### src/rtl/evt_uart_pkg.sv
package evt_uart_pkg;
  localparam int REG_DATA = 0;
  localparam int REG_DIV  = 1;
  localparam int REG_STAT = 2;
  localparam int REG_CTRL = 3;
  localparam int REG_DBG  = 4;
  localparam int NUM_REGS = 5;

  localparam int ST_THRE = 0;
  localparam int ST_RXE  = 1;
  localparam int ST_TXE  = 2;
  localparam int CT_RXIE = 0;
  localparam int CT_TXIE = 1;

  localparam int BYTE_W     = 8;
  localparam int FRAME_BITS = BYTE_W + 2;

  typedef enum logic [1:0] {RX_IDLE, RX_START, RX_DATA, RX_STOP} rx_state_t;

  function automatic logic irq_eval(logic [1:0] en, logic rxe, logic txe);
    return (en[CT_RXIE] & rxe) | (en[CT_TXIE] & txe);
  endfunction

  function automatic logic [31:0] stat_word(logic rxe, logic txe);
    logic [31:0] w;
    w = '0;
    w[ST_THRE] = 1'b1;
    w[ST_RXE]  = rxe;
    w[ST_TXE]  = txe;
    return w;
  endfunction

  function automatic logic [FRAME_BITS-1:0] frame_pack(logic [BYTE_W-1:0] b);
    return {1'b1, b, 1'b0};
  endfunction
endpackage

### src/rtl/evt_uart_sync.sv
module evt_uart_sync #(
  parameter int STAGES = 2
) (
  input  logic clk,
  input  logic rst_n,
  input  logic d,
  output logic q
);
  logic [STAGES-1:0] chain;

  for (genvar g = 0; g < STAGES; g++) begin : g_stage
    if (g == 0) begin : g_first
      always_ff @(posedge clk or negedge rst_n)
        if (!rst_n) chain[0] <= 1'b1;
        else        chain[0] <= d;
    end else begin : g_next
      always_ff @(posedge clk or negedge rst_n)
        if (!rst_n) chain[g] <= 1'b1;
        else        chain[g] <= chain[g-1];
    end
  end

  assign q = chain[STAGES-1];
endmodule

### src/rtl/evt_uart_tx.sv
module evt_uart_tx import evt_uart_pkg::*; #(
  parameter int DIV_W = 16
) (
  input  logic              clk,
  input  logic              rst_n,
  input  logic [DIV_W-1:0]  div,
  input  logic              go,
  input  logic [BYTE_W-1:0] byte_in,
  output logic              busy,
  output logic              line
);
  localparam int NB_W = $clog2(FRAME_BITS);

  logic [DIV_W-1:0]      cnt;
  logic [NB_W-1:0]       nbit;
  logic [FRAME_BITS-1:0] sh;

  always_ff @(posedge clk or negedge rst_n) begin
    if (!rst_n) begin
      busy <= 1'b0;
      cnt  <= '0;
      nbit <= '0;
      sh   <= '1;
    end else if (!busy) begin
      if (go) begin
        busy <= 1'b1;
        cnt  <= div;
        nbit <= '0;
        sh   <= frame_pack(byte_in);
      end
    end else if (cnt == '0) begin
      cnt <= div;
      if (nbit == NB_W'(FRAME_BITS - 1)) begin
        busy <= 1'b0;
      end else begin
        sh   <= {1'b1, sh[FRAME_BITS-1:1]};
        nbit <= nbit + 1'b1;
      end
    end else begin
      cnt <= cnt - 1'b1;
    end
  end

  assign line = busy ? sh[0] : 1'b1;
endmodule

### src/rtl/evt_uart_rx.sv
module evt_uart_rx import evt_uart_pkg::*; #(
  parameter int DIV_W = 16
) (
  input  logic              clk,
  input  logic              rst_n,
  input  logic [DIV_W-1:0]  div,
  input  logic              line_in,
  output logic              done,
  output logic [BYTE_W-1:0] byte_out
);
  localparam int NB_W = $clog2(BYTE_W);

  logic             s;
  rx_state_t        st;
  logic [DIV_W-1:0] cnt;
  logic [NB_W-1:0]  nbit;

  evt_uart_sync #(.STAGES(2)) u_sync (.clk(clk), .rst_n(rst_n), .d(line_in), .q(s));

  always_ff @(posedge clk or negedge rst_n) begin
    if (!rst_n) begin
      st       <= RX_IDLE;
      cnt      <= '0;
      nbit     <= '0;
      byte_out <= '0;
      done     <= 1'b0;
    end else begin
      done <= 1'b0;
      case (st)
        RX_IDLE: if (!s) begin
          st  <= RX_START;
          cnt <= div >> 1;
        end
        RX_START: if (cnt == '0) begin
          st   <= s ? RX_IDLE : RX_DATA;
          cnt  <= div;
          nbit <= '0;
        end else cnt <= cnt - 1'b1;
        RX_DATA: if (cnt == '0) begin
          byte_out <= {s, byte_out[BYTE_W-1:1]};
          cnt      <= div;
          if (nbit == NB_W'(BYTE_W - 1)) st <= RX_STOP;
          else nbit <= nbit + 1'b1;
        end else cnt <= cnt - 1'b1;
        RX_STOP: if (cnt == '0) begin
          done <= s;
          st   <= RX_IDLE;
        end else cnt <= cnt - 1'b1;
        default: st <= RX_IDLE;
      endcase
    end
  end
endmodule

### src/rtl/evt_uart.sv
module evt_uart import evt_uart_pkg::*; #(
  parameter int ADDR_W = 5,
  parameter int DIV_W  = 16
) (
  input  logic              clk,
  input  logic              rst_n,
  input  logic              bus_sel,
  input  logic              bus_we,
  input  logic [ADDR_W-1:0] bus_addr,
  input  logic [31:0]       bus_wdata,
  output logic [31:0]       bus_rdata,
  output logic              irq,
  input  logic              ser_rx,
  output logic              ser_tx
);
  localparam int IDX_W = ADDR_W - 2;

  logic [IDX_W-1:0]    reg_idx;
  logic [NUM_REGS-1:0] hit;
  logic [31:0]         div_q, ctrl_q, dbg_q;
  logic [BYTE_W-1:0]   data_q, rx_byte;
  logic                rx_evt, tx_evt, rx_done, tx_busy;
  logic                wr_data, wr_div, wr_stat, wr_ctrl, wr_dbg;
  logic                tx_go, rx_accept, rx_drop;
  logic                unused_bits;

  assign reg_idx = bus_addr[ADDR_W-1:2];

  for (genvar g = 0; g < NUM_REGS; g++) begin : g_dec
    assign hit[g] = bus_sel && (reg_idx == IDX_W'(g));
  end

  assign wr_data   = bus_we && hit[REG_DATA];
  assign wr_div    = bus_we && hit[REG_DIV];
  assign wr_stat   = bus_we && hit[REG_STAT];
  assign wr_ctrl   = bus_we && hit[REG_CTRL];
  assign wr_dbg    = bus_we && hit[REG_DBG];
  assign tx_go     = wr_data && !tx_busy;
  assign rx_accept = rx_done && !rx_evt;
  assign rx_drop   = rx_done && rx_evt;

  always_ff @(posedge clk or negedge rst_n) begin
    if (!rst_n) begin
      div_q  <= '0;
      ctrl_q <= '0;
      dbg_q  <= '0;
      data_q <= '0;
      rx_evt <= 1'b0;
      tx_evt <= 1'b0;
    end else begin
      if (wr_div)  div_q  <= bus_wdata;
      if (wr_ctrl) ctrl_q <= bus_wdata;
      if (wr_dbg)  dbg_q  <= bus_wdata;
      if (rx_accept) data_q <= rx_byte;
      rx_evt <= (rx_evt & ~(wr_stat & bus_wdata[ST_RXE])) | rx_accept;
      tx_evt <= (tx_evt & ~(wr_stat & bus_wdata[ST_TXE])) | wr_data;
    end
  end

  always_comb begin
    bus_rdata = '0;
    if (hit[REG_DATA]) bus_rdata = {{(32-BYTE_W){1'b0}}, data_q};
    if (hit[REG_DIV])  bus_rdata = div_q;
    if (hit[REG_STAT]) bus_rdata = stat_word(rx_evt, tx_evt);
    if (hit[REG_CTRL]) bus_rdata = ctrl_q;
    if (hit[REG_DBG])  bus_rdata = dbg_q;
  end

  assign irq = irq_eval(ctrl_q[1:0], rx_evt, tx_evt);

  evt_uart_tx #(.DIV_W(DIV_W)) u_tx (
    .clk(clk), .rst_n(rst_n), .div(div_q[DIV_W-1:0]), .go(tx_go),
    .byte_in(bus_wdata[BYTE_W-1:0]), .busy(tx_busy), .line(ser_tx));

  evt_uart_rx #(.DIV_W(DIV_W)) u_rx (
    .clk(clk), .rst_n(rst_n), .div(div_q[DIV_W-1:0]), .line_in(ser_rx),
    .done(rx_done), .byte_out(rx_byte));

  assign unused_bits = ^{bus_addr[1:0], div_q[31:DIV_W], rx_drop};
endmodule

### config.mk
export PLATFORM = sky130hd
export DESIGN_NAME = evt_uart
export DESIGN_NICKNAME = d
export VERILOG_FILES = /design/src/rtl/evt_uart_pkg.sv /design/src/rtl/evt_uart_sync.sv /design/src/rtl/evt_uart_tx.sv /design/src/rtl/evt_uart_rx.sv /design/src/rtl/evt_uart.sv
export SDC_FILE = /design/constraint.sdc
export NUM_CORES = 1
export LEC_CHECK = 0
export ABC_AREA = 0
export CORE_ASPECT_RATIO = 1.25
export CORE_UTILIZATION = 55
export DETAILED_ROUTE_END_ITERATION = 8
export PLACE_DENSITY = 0.86
export SLEW_MARGIN = 20
export SYNTH_ARGS = -nofsm -noshare
export SYNTH_HDL_FRONTEND = slang
export SYNTH_SLANG_ARGS = --single-unit
export TNS_END_PERCENT = 5
### constraint.sdc
create_clock -name clk -period 2.33 [get_ports clk]
set_input_delay 0.5825 -clock clk [delete_from_list [all_inputs] [get_ports clk]]
set_output_delay 0.5825 -clock clk [all_outputs]
set_load 0.03 [all_outputs]
### Yosys cells after proc, flatten, opt, wreduce, memory -nomap -nowiden

Cells that the tools add are included.

* memories kept: 0
* register bits after elaboration: 169
* ROM bits: 0
* RAM bits: 0
* output and inout bits: 34
* bits in latches: 0
* word-level logic and storage cells: 114

* $lt $le $gt $ge: 0
* shift operators: 0
* multiply operators: 0
* add/subtract/negate cells: 4
* eq/ne operators: 18
* reduce and logical (&&, ||, !) cells: 26
* divide/modulo/power cells: 0
* bitwise logic cells: 11
* multiplexer cells: 38

Operators by type and width (number)
* 32-bit two-way mux: 4
* 16-bit two-way mux: 6
* 16-bit case mux with 3 select lines: 1
* 10-bit two-way mux: 4
* 16-bit zero test: 2
* 16-bit by 1-bit subtractor with 16-bit output, second input constant: 2
* 4-bit two-way mux: 4
* 1-bit logical AND: 12
* 2-bit two-way mux: 6
* 2-bit inequality test, second input constant: 5
* 3-bit two-way mux: 3
* 8-bit two-way mux: 1
* 2-bit by 1-bit inequality test with 1-bit output, second input constant: 4
* 2-bit case mux with 4 select lines: 1
* 1-bit two-way mux: 7
* 1-bit bitwise AND: 6
* 3-bit by 2-bit == test with 1-bit output, second input constant: 2
* 3-bit == test, second input constant: 2
* 3-bit case mux with 2 select lines: 1
* 5-bit AND reduction: 1
* 4-bit by 1-bit adder with 4-bit output, second input constant: 1
* 2-bit == test, second input constant: 2
* 4-bit == test, second input constant: 1
* 2-bit AND reduction: 2
* other kinds (12): 17

### Logic depth before layout (Yosys ltp)

* word-level depth: 7
* mapped depth: 9

### By module

A second synthesis with hierarchy kept.

* cell total of the unflattened synthesis: 761
* area total of the unflattened synthesis: 8765.9 sq um

By module, submodules not included
* evt_uart: cells an instance 327, instances 1, seq. area each 2652.5 sq um, area an instance 4723.3 sq um
* evt_uart_rx: cells an instance 229, instances 1, seq. area each 750.7 sq um, area an instance 2108.3 sq um
* evt_uart_tx: cells an instance 203, instances 1, seq. area each 762.0 sq um, area an instance 1881.8 sq um
* evt_uart_sync: cells an instance 2, instances 1, seq. area each 52.6 sq um, area an instance 52.6 sq um

### Worst setup path before layout

Ideal clock, no wire load.

* path type: input port to output port
* start: input port bus_addr[2]
* end: output port bus_rdata[0]
* slack: -99 ps
* cell stages on the path: 4
* data arrival time: 1847 ps
* buffers on the path: 1
* cell sequence: buf_1 -> mux2_2 -> o22ai_1 -> o21ai_0

* word-level cells in the longest chain between the ends: 7

Ends and longest elaborated chain
* start, declared: line evt_uart.sv:9 `input logic [ADDR_W-1:0] bus_addr,`
* 3-bit zero test: line evt_uart.sv:30 `assign hit[g] = bus_sel && (reg_idx == IDX_W'(g));`
* 1-bit logical AND: line evt_uart.sv:30
* 8-bit two-way mux: line evt_uart.sv:62 `if (hit[REG_DATA]) bus_rdata = {{(32-BYTE_W){1'b0}}, data_q};`
* 32-bit two-way mux: line evt_uart.sv:63 `if (hit[REG_DIV]) bus_rdata = div_q;`
* 32-bit two-way mux: line evt_uart.sv:64 `if (hit[REG_STAT]) bus_rdata = stat_word(rx_evt, tx_evt);`
* 32-bit two-way mux: line evt_uart.sv:65 `if (hit[REG_CTRL]) bus_rdata = ctrl_q;`
* 32-bit two-way mux (*): line evt_uart.sv:66 `if (hit[REG_DBG]) bus_rdata = dbg_q;`
* end, declared: line evt_uart.sv:11 `output logic [31:0] bus_rdata,`

Every way passes the cells marked *; elsewhere a longest branch is shown, timed or not.

### Worst setup path in the final report

* start: input port bus_sel
* end: output port bus_rdata[27]

* word-level cells in the longest chain between the ends: 5

Ends and longest elaborated chain
* start, declared: line evt_uart.sv:7 `input logic bus_sel,`
* 1-bit logical AND: line evt_uart.sv:30
* 32-bit two-way mux: line evt_uart.sv:63
* 32-bit two-way mux: line evt_uart.sv:64
* 32-bit two-way mux: line evt_uart.sv:65
* 32-bit two-way mux (*): line evt_uart.sv:66

Marks and branches as above.

==> impl_metrics.py <==
metrics = {
    "outcome": {
        "status": "finished, violations left",
        "violations_in_the_final_reports": "design-rule violations, negative setup slack",
    },
    "yosys": {
        "synth_top_cell_by_area": "sky130_fd_sc_hd__dfrtp_1",
        "asyncSetResetFlopFracSynth_pct": 100,
        "post_synth.cell_area_avg_um2": 11.2,
        "synth_fp_nets": 796,
        "postSynthCellCount": 741,
        "syn_area_um2": 8330,
        "synth_cell_type_count": 61,
        "post_synth_edffs": 0,
        "seq_area_frac_synth_pct": 50.6,
        "library_cell_with_the_highest_instance_count_after_synthesis": "sky130_fd_sc_hd__dfrtp_1",
        "synth_area_leaders": "sky130_fd_sc_hd__dfrtp_1, sky130_fd_sc_hd__mux2_2, sky130_fd_sc_hd__dfstp_2, sky130_fd_sc_hd__a222oi_1, sky130_fd_sc_hd__o21ai_0",
        "synth.top_cells.by_count": "sky130_fd_sc_hd__dfrtp_1, sky130_fd_sc_hd__mux2_2, sky130_fd_sc_hd__inv_1, sky130_fd_sc_hd__nand2_1, sky130_fd_sc_hd__o21ai_0",
        "post-synth-top-area-fraction_pct": 47.1,
        "ys.warnings.count": 0,
        "synth-seq-cells": 168,
        "ys.flop_type": "sky130_fd_sc_hd__dfrtp_1",
    },
    "power": {
        "netSwitchingFraction_pct": 37.1,
        "seq_power_share_pct": 41.1,
        "worst_ir_drop_vdd_uv": 751,
        "power_share_of_the_clock_group_pct": 25.4,
        "powerDensity_nw_per_um2": 1030,
        "p_leak_uw": 0.00478,
        "switchingPower_uw": 3960,
        "internal_power_uw": 6730,
        "power.combinational.fraction_pct": 33.5,
    },
    "setup_path": {
        "rrSetupSlack_ps": 100,
        "crit_path_end_kind": "output pin",
        "worstPathMaxFanout": 7,
        "cp.arrival_ps": 1970,
        "crit_top_cell": "sky130_fd_sc_hd__buf_6",
        "timing.critical_path.max_delay_family": "buffers and inverters",
        "critPathLaunchType": "input port",
        "critical_path.max_stage_delay_ps": 410,
        "worstPathCellList": "buf_6, nor2b_4, and3b_2, buf_12, a222oi_1, inv_1, buf_6",
        "critical_path.reg2reg.endpoint": "u_tx.sh[7]",
        "reg2regPathDepth": 5,
        "timing.critical_path.required_ps": 1750,
        "worstSetupPathType": "in -> out",
        "critical_path_cell_count": 7,
        "r2r_start": "u_tx.cnt[7]",
        "critical_path_buf_inv_count": 4,
        "crit_path_top_delay_cell": "sky130_fd_sc_hd__a222oi_1",
    },
    "timing": {
        "holdWs_ps": 74.5,
        "fmax_mhz": 391,
        "final.setup.worst_slack_ps": -225,
        "worstMarginPinSlew_ps": 670,
        "setup-tns-final_ps": -2350,
        "period_needed_ps": 2550,
        "setup_violations": 25,
        "final_max_slew_viol_count": 0,
        "timing_hold_violations_final": 0,
        "final_min_period_over_clock_period_pct": 110,
        "relSlewSlack_pct": 55.3,
        "finClkSkew_ps": 12.8,
        "setup_repair_after_global_routing_missed_its_margin": "true",
    },
    "flow_run": {
        "max_cap_check_violation_count": 0,
    },
    "route": {
        "residual_drc": 1,
        "drt.antenna.violating_nets": 0,
        "vias_per_cell": 6.63,
        "totalWireLength_mm": 23.4,
        "routedWlPerCell_um": 22.6,
        "firstDrtPassIters": 8,
        "routed-via-count": 6882,
        "drt-initial-drc-count": 663,
    },
    "global_route": {
        "grt_most_used_layer": "met2",
        "grt.total_usage_pct": 31.2,
        "antenna_found_initial": 0,
        "grt_use_met1_pct": 35.1,
        "grt_pass1_vias": 7445,
        "first_pass_grt_wire_length_mm": 38.0,
        "groute.layer.met3.usage_pct": 6.32,
        "pin_count_of_the_biggest_net_entering_global_routing": 50,
        "met2_usage_pct": 54.8,
        "overflow": 0,
    },
    "cells_and_area": {
        "final_nets": 902,
        "area_growth_pct": 24.1,
        "postLayoutCoreUtil_pct": 70.9,
        "fillers": 904,
        "antenna-diode-count": 0,
        "layout-drive-gt1-share_pct": 32.4,
    },
    "clocking": {
        "cts_max_path_buffers": 2,
        "clk-insertion-delay-late_ps": 430,
        "clock_tree.root_cell": "sky130_fd_sc_hd__clkbuf_16",
        "clkTransAtPathRegs_ps": 70,
        "tritoncts_num_sinks": 168,
        "cts_max_level": 4,
        "tritoncts": "done",
        "cts_buffers": 17,
    },
    "floorplan": {
        "chipWidth_um": 112,
        "die-area_um2": 15700,
        "die_y_um": 140,
        "row_count": 49,
        "num_io_pins": 76,
        "area_of_the_core_region_um2": 14600,
        "initial_util_pct": 57.1,
    },
    "placed_design": {
        "gp_congestion": 0.871,
        "count_of_buffers_from_port_buffering": 73,
        "dp_hpwl_mm": 14.4,
        "dp_worst_setup_slack_ps": -479,
    },
    "min_path": {
        "timing.hold.worst.class": "in -> async",
    },
}
-- power groups by stage --
stage                     sequential, uW  combinational (uW)  clock [uW]
final                               4400                3580        2710
after global routing                4470                3920        2850
after detailed placement            4340                3400           0
after floorplan                     4140                2420           0
after global placement              4270                3180           0
after CTS                           4310                3460        2710
-- how the worst max path moves through the flow --
stage / from / end / slack, ps
2_1_floorplan: bus_sel / bus_rdata[11] / -40
3_3_place_gp: bus_addr[4] / bus_rdata[27] / -480
3_5_place_dp: bus_addr[2] / bus_rdata[20] / -480
4_1_cts: bus_sel / bus_rdata[27] / -140
5_1_grt: bus_sel / bus_rdata[27] / -240
6_report: bus_sel / bus_rdata[27] / -220
-- state kept, by name, indices dropped and copies added (netlist names), named ones only --
signal,cells
rx_evt,1
data_q,8
tx_evt,1
u_rx.done,1
u_rx.byte_out,8
u_tx.nbit,4
u_tx.cnt,16
dbg_q,32
u_rx.u_sync.chain,1
div_q,32
ctrl_q,32
u_rx.st,1
u_rx.nbit,3
u_rx.cnt,16
u_rx.u_sync.q,1
u_tx.sh,9
u_tx.busy,1
-- metrics by stage --
| stage | instances | area [um2] | total power (uW) |
|---|---|---|---|
| after detailed placement | 1001 | 9570 | 7740 |
| final | 1038 | 10300 | 10700 |
| after global routing | 1038 | 10300 | 11200 |
| after floorplan | 741 | 8340 | 6560 |
| after CTS | 1038 | 10300 | 10500 |
| after global placement | 1001 | 9570 | 7460 |
-- worst register-to-register path: stages (launching register included) --
cell and delay, ps:
sky130_fd_sc_hd__dfrtp_1 450, sky130_fd_sc_hd__nor4_4 360, sky130_fd_sc_hd__nand4_2 210, sky130_fd_sc_hd__or4_1 680, sky130_fd_sc_hd__o22a_1 300, sky130_fd_sc_hd__o21a_1 150
-- cells by family (layout without fill, tap and decap cells) --
logic type      after synthesis  count (layout)  share of synthesized area [%]
compound gates              156             156                           13.8
xor+xnor                      7               7                          0.736
fa+ha+maj                    13              13                           1.95
buf+inv                      88             207                           4.20
flops                       168             168                           50.6
mux                         122             122                           16.6
simple gates                187             187                           12.1
-- final cells by class --
class | count | area [um2] | area share, %
tap | 178 | 223 | 2.15
timing repair buffer | 131 | 1330 | 12.8
clock buffer | 18 | 429 | 4.15
clock inverter | 14 | 134 | 1.29
inverter | 44 | 165 | 1.60
sequential | 168 | 4220 | 40.8
multi-input combinational | 485 | 3840 | 37.2
-- cells in the final DEF, fill, tap and decap left out, types with 4 or more instances in the layout --
master	count
sky130_fd_sc_hd__xnor2_1	4
sky130_fd_sc_hd__nand2_1	42
sky130_fd_sc_hd__mux2i_1	8
sky130_fd_sc_hd__nand2b_1	15
sky130_fd_sc_hd__o22a_1	8
sky130_fd_sc_hd__a21oi_1	13
sky130_fd_sc_hd__buf_4	65
sky130_fd_sc_hd__clkbuf_16	18
sky130_fd_sc_hd__inv_6	6
sky130_fd_sc_hd__nor4_1	8
sky130_fd_sc_hd__ha_1	13
sky130_fd_sc_hd__a221o_1	10
sky130_fd_sc_hd__o21a_1	7
sky130_fd_sc_hd__a31oi_1	6
sky130_fd_sc_hd__dfrtp_1	155
sky130_fd_sc_hd__nand3_1	24
sky130_fd_sc_hd__nor3_1	19
sky130_fd_sc_hd__a222oi_1	24
sky130_fd_sc_hd__nor2_1	28
sky130_fd_sc_hd__clkinv_4	4
sky130_fd_sc_hd__or3_1	4
sky130_fd_sc_hd__o21ai_0	40
sky130_fd_sc_hd__nand4_1	6
sky130_fd_sc_hd__dfstp_2	11
sky130_fd_sc_hd__inv_1	44
sky130_fd_sc_hd__a32o_1	6
sky130_fd_sc_hd__clkdlybuf4s50_1	35
sky130_fd_sc_hd__a211o_1	6
sky130_fd_sc_hd__and3_1	8
sky130_fd_sc_hd__buf_6	12
sky130_fd_sc_hd__o22ai_1	7
sky130_fd_sc_hd__mux2_2	112
sky130_fd_sc_hd__buf_12	11
sky130_fd_sc_hd__a22o_1	6
-- per-layer routing --
metal  vias up  wire (um)
met5         -          0
met4         0       1080
met3        96       1430
met2       363      12500
met1      3457       8460
li1       2966          -
-- repair_timing --
action	CTS	global route
hold buffers	0	0
pin swaps	8	5
gates cloned	4	0
gates resized for setup	41	11
setup buffers	1	0
setup endpoints to repair	34	41
Power figures use the tool's default switching activity.
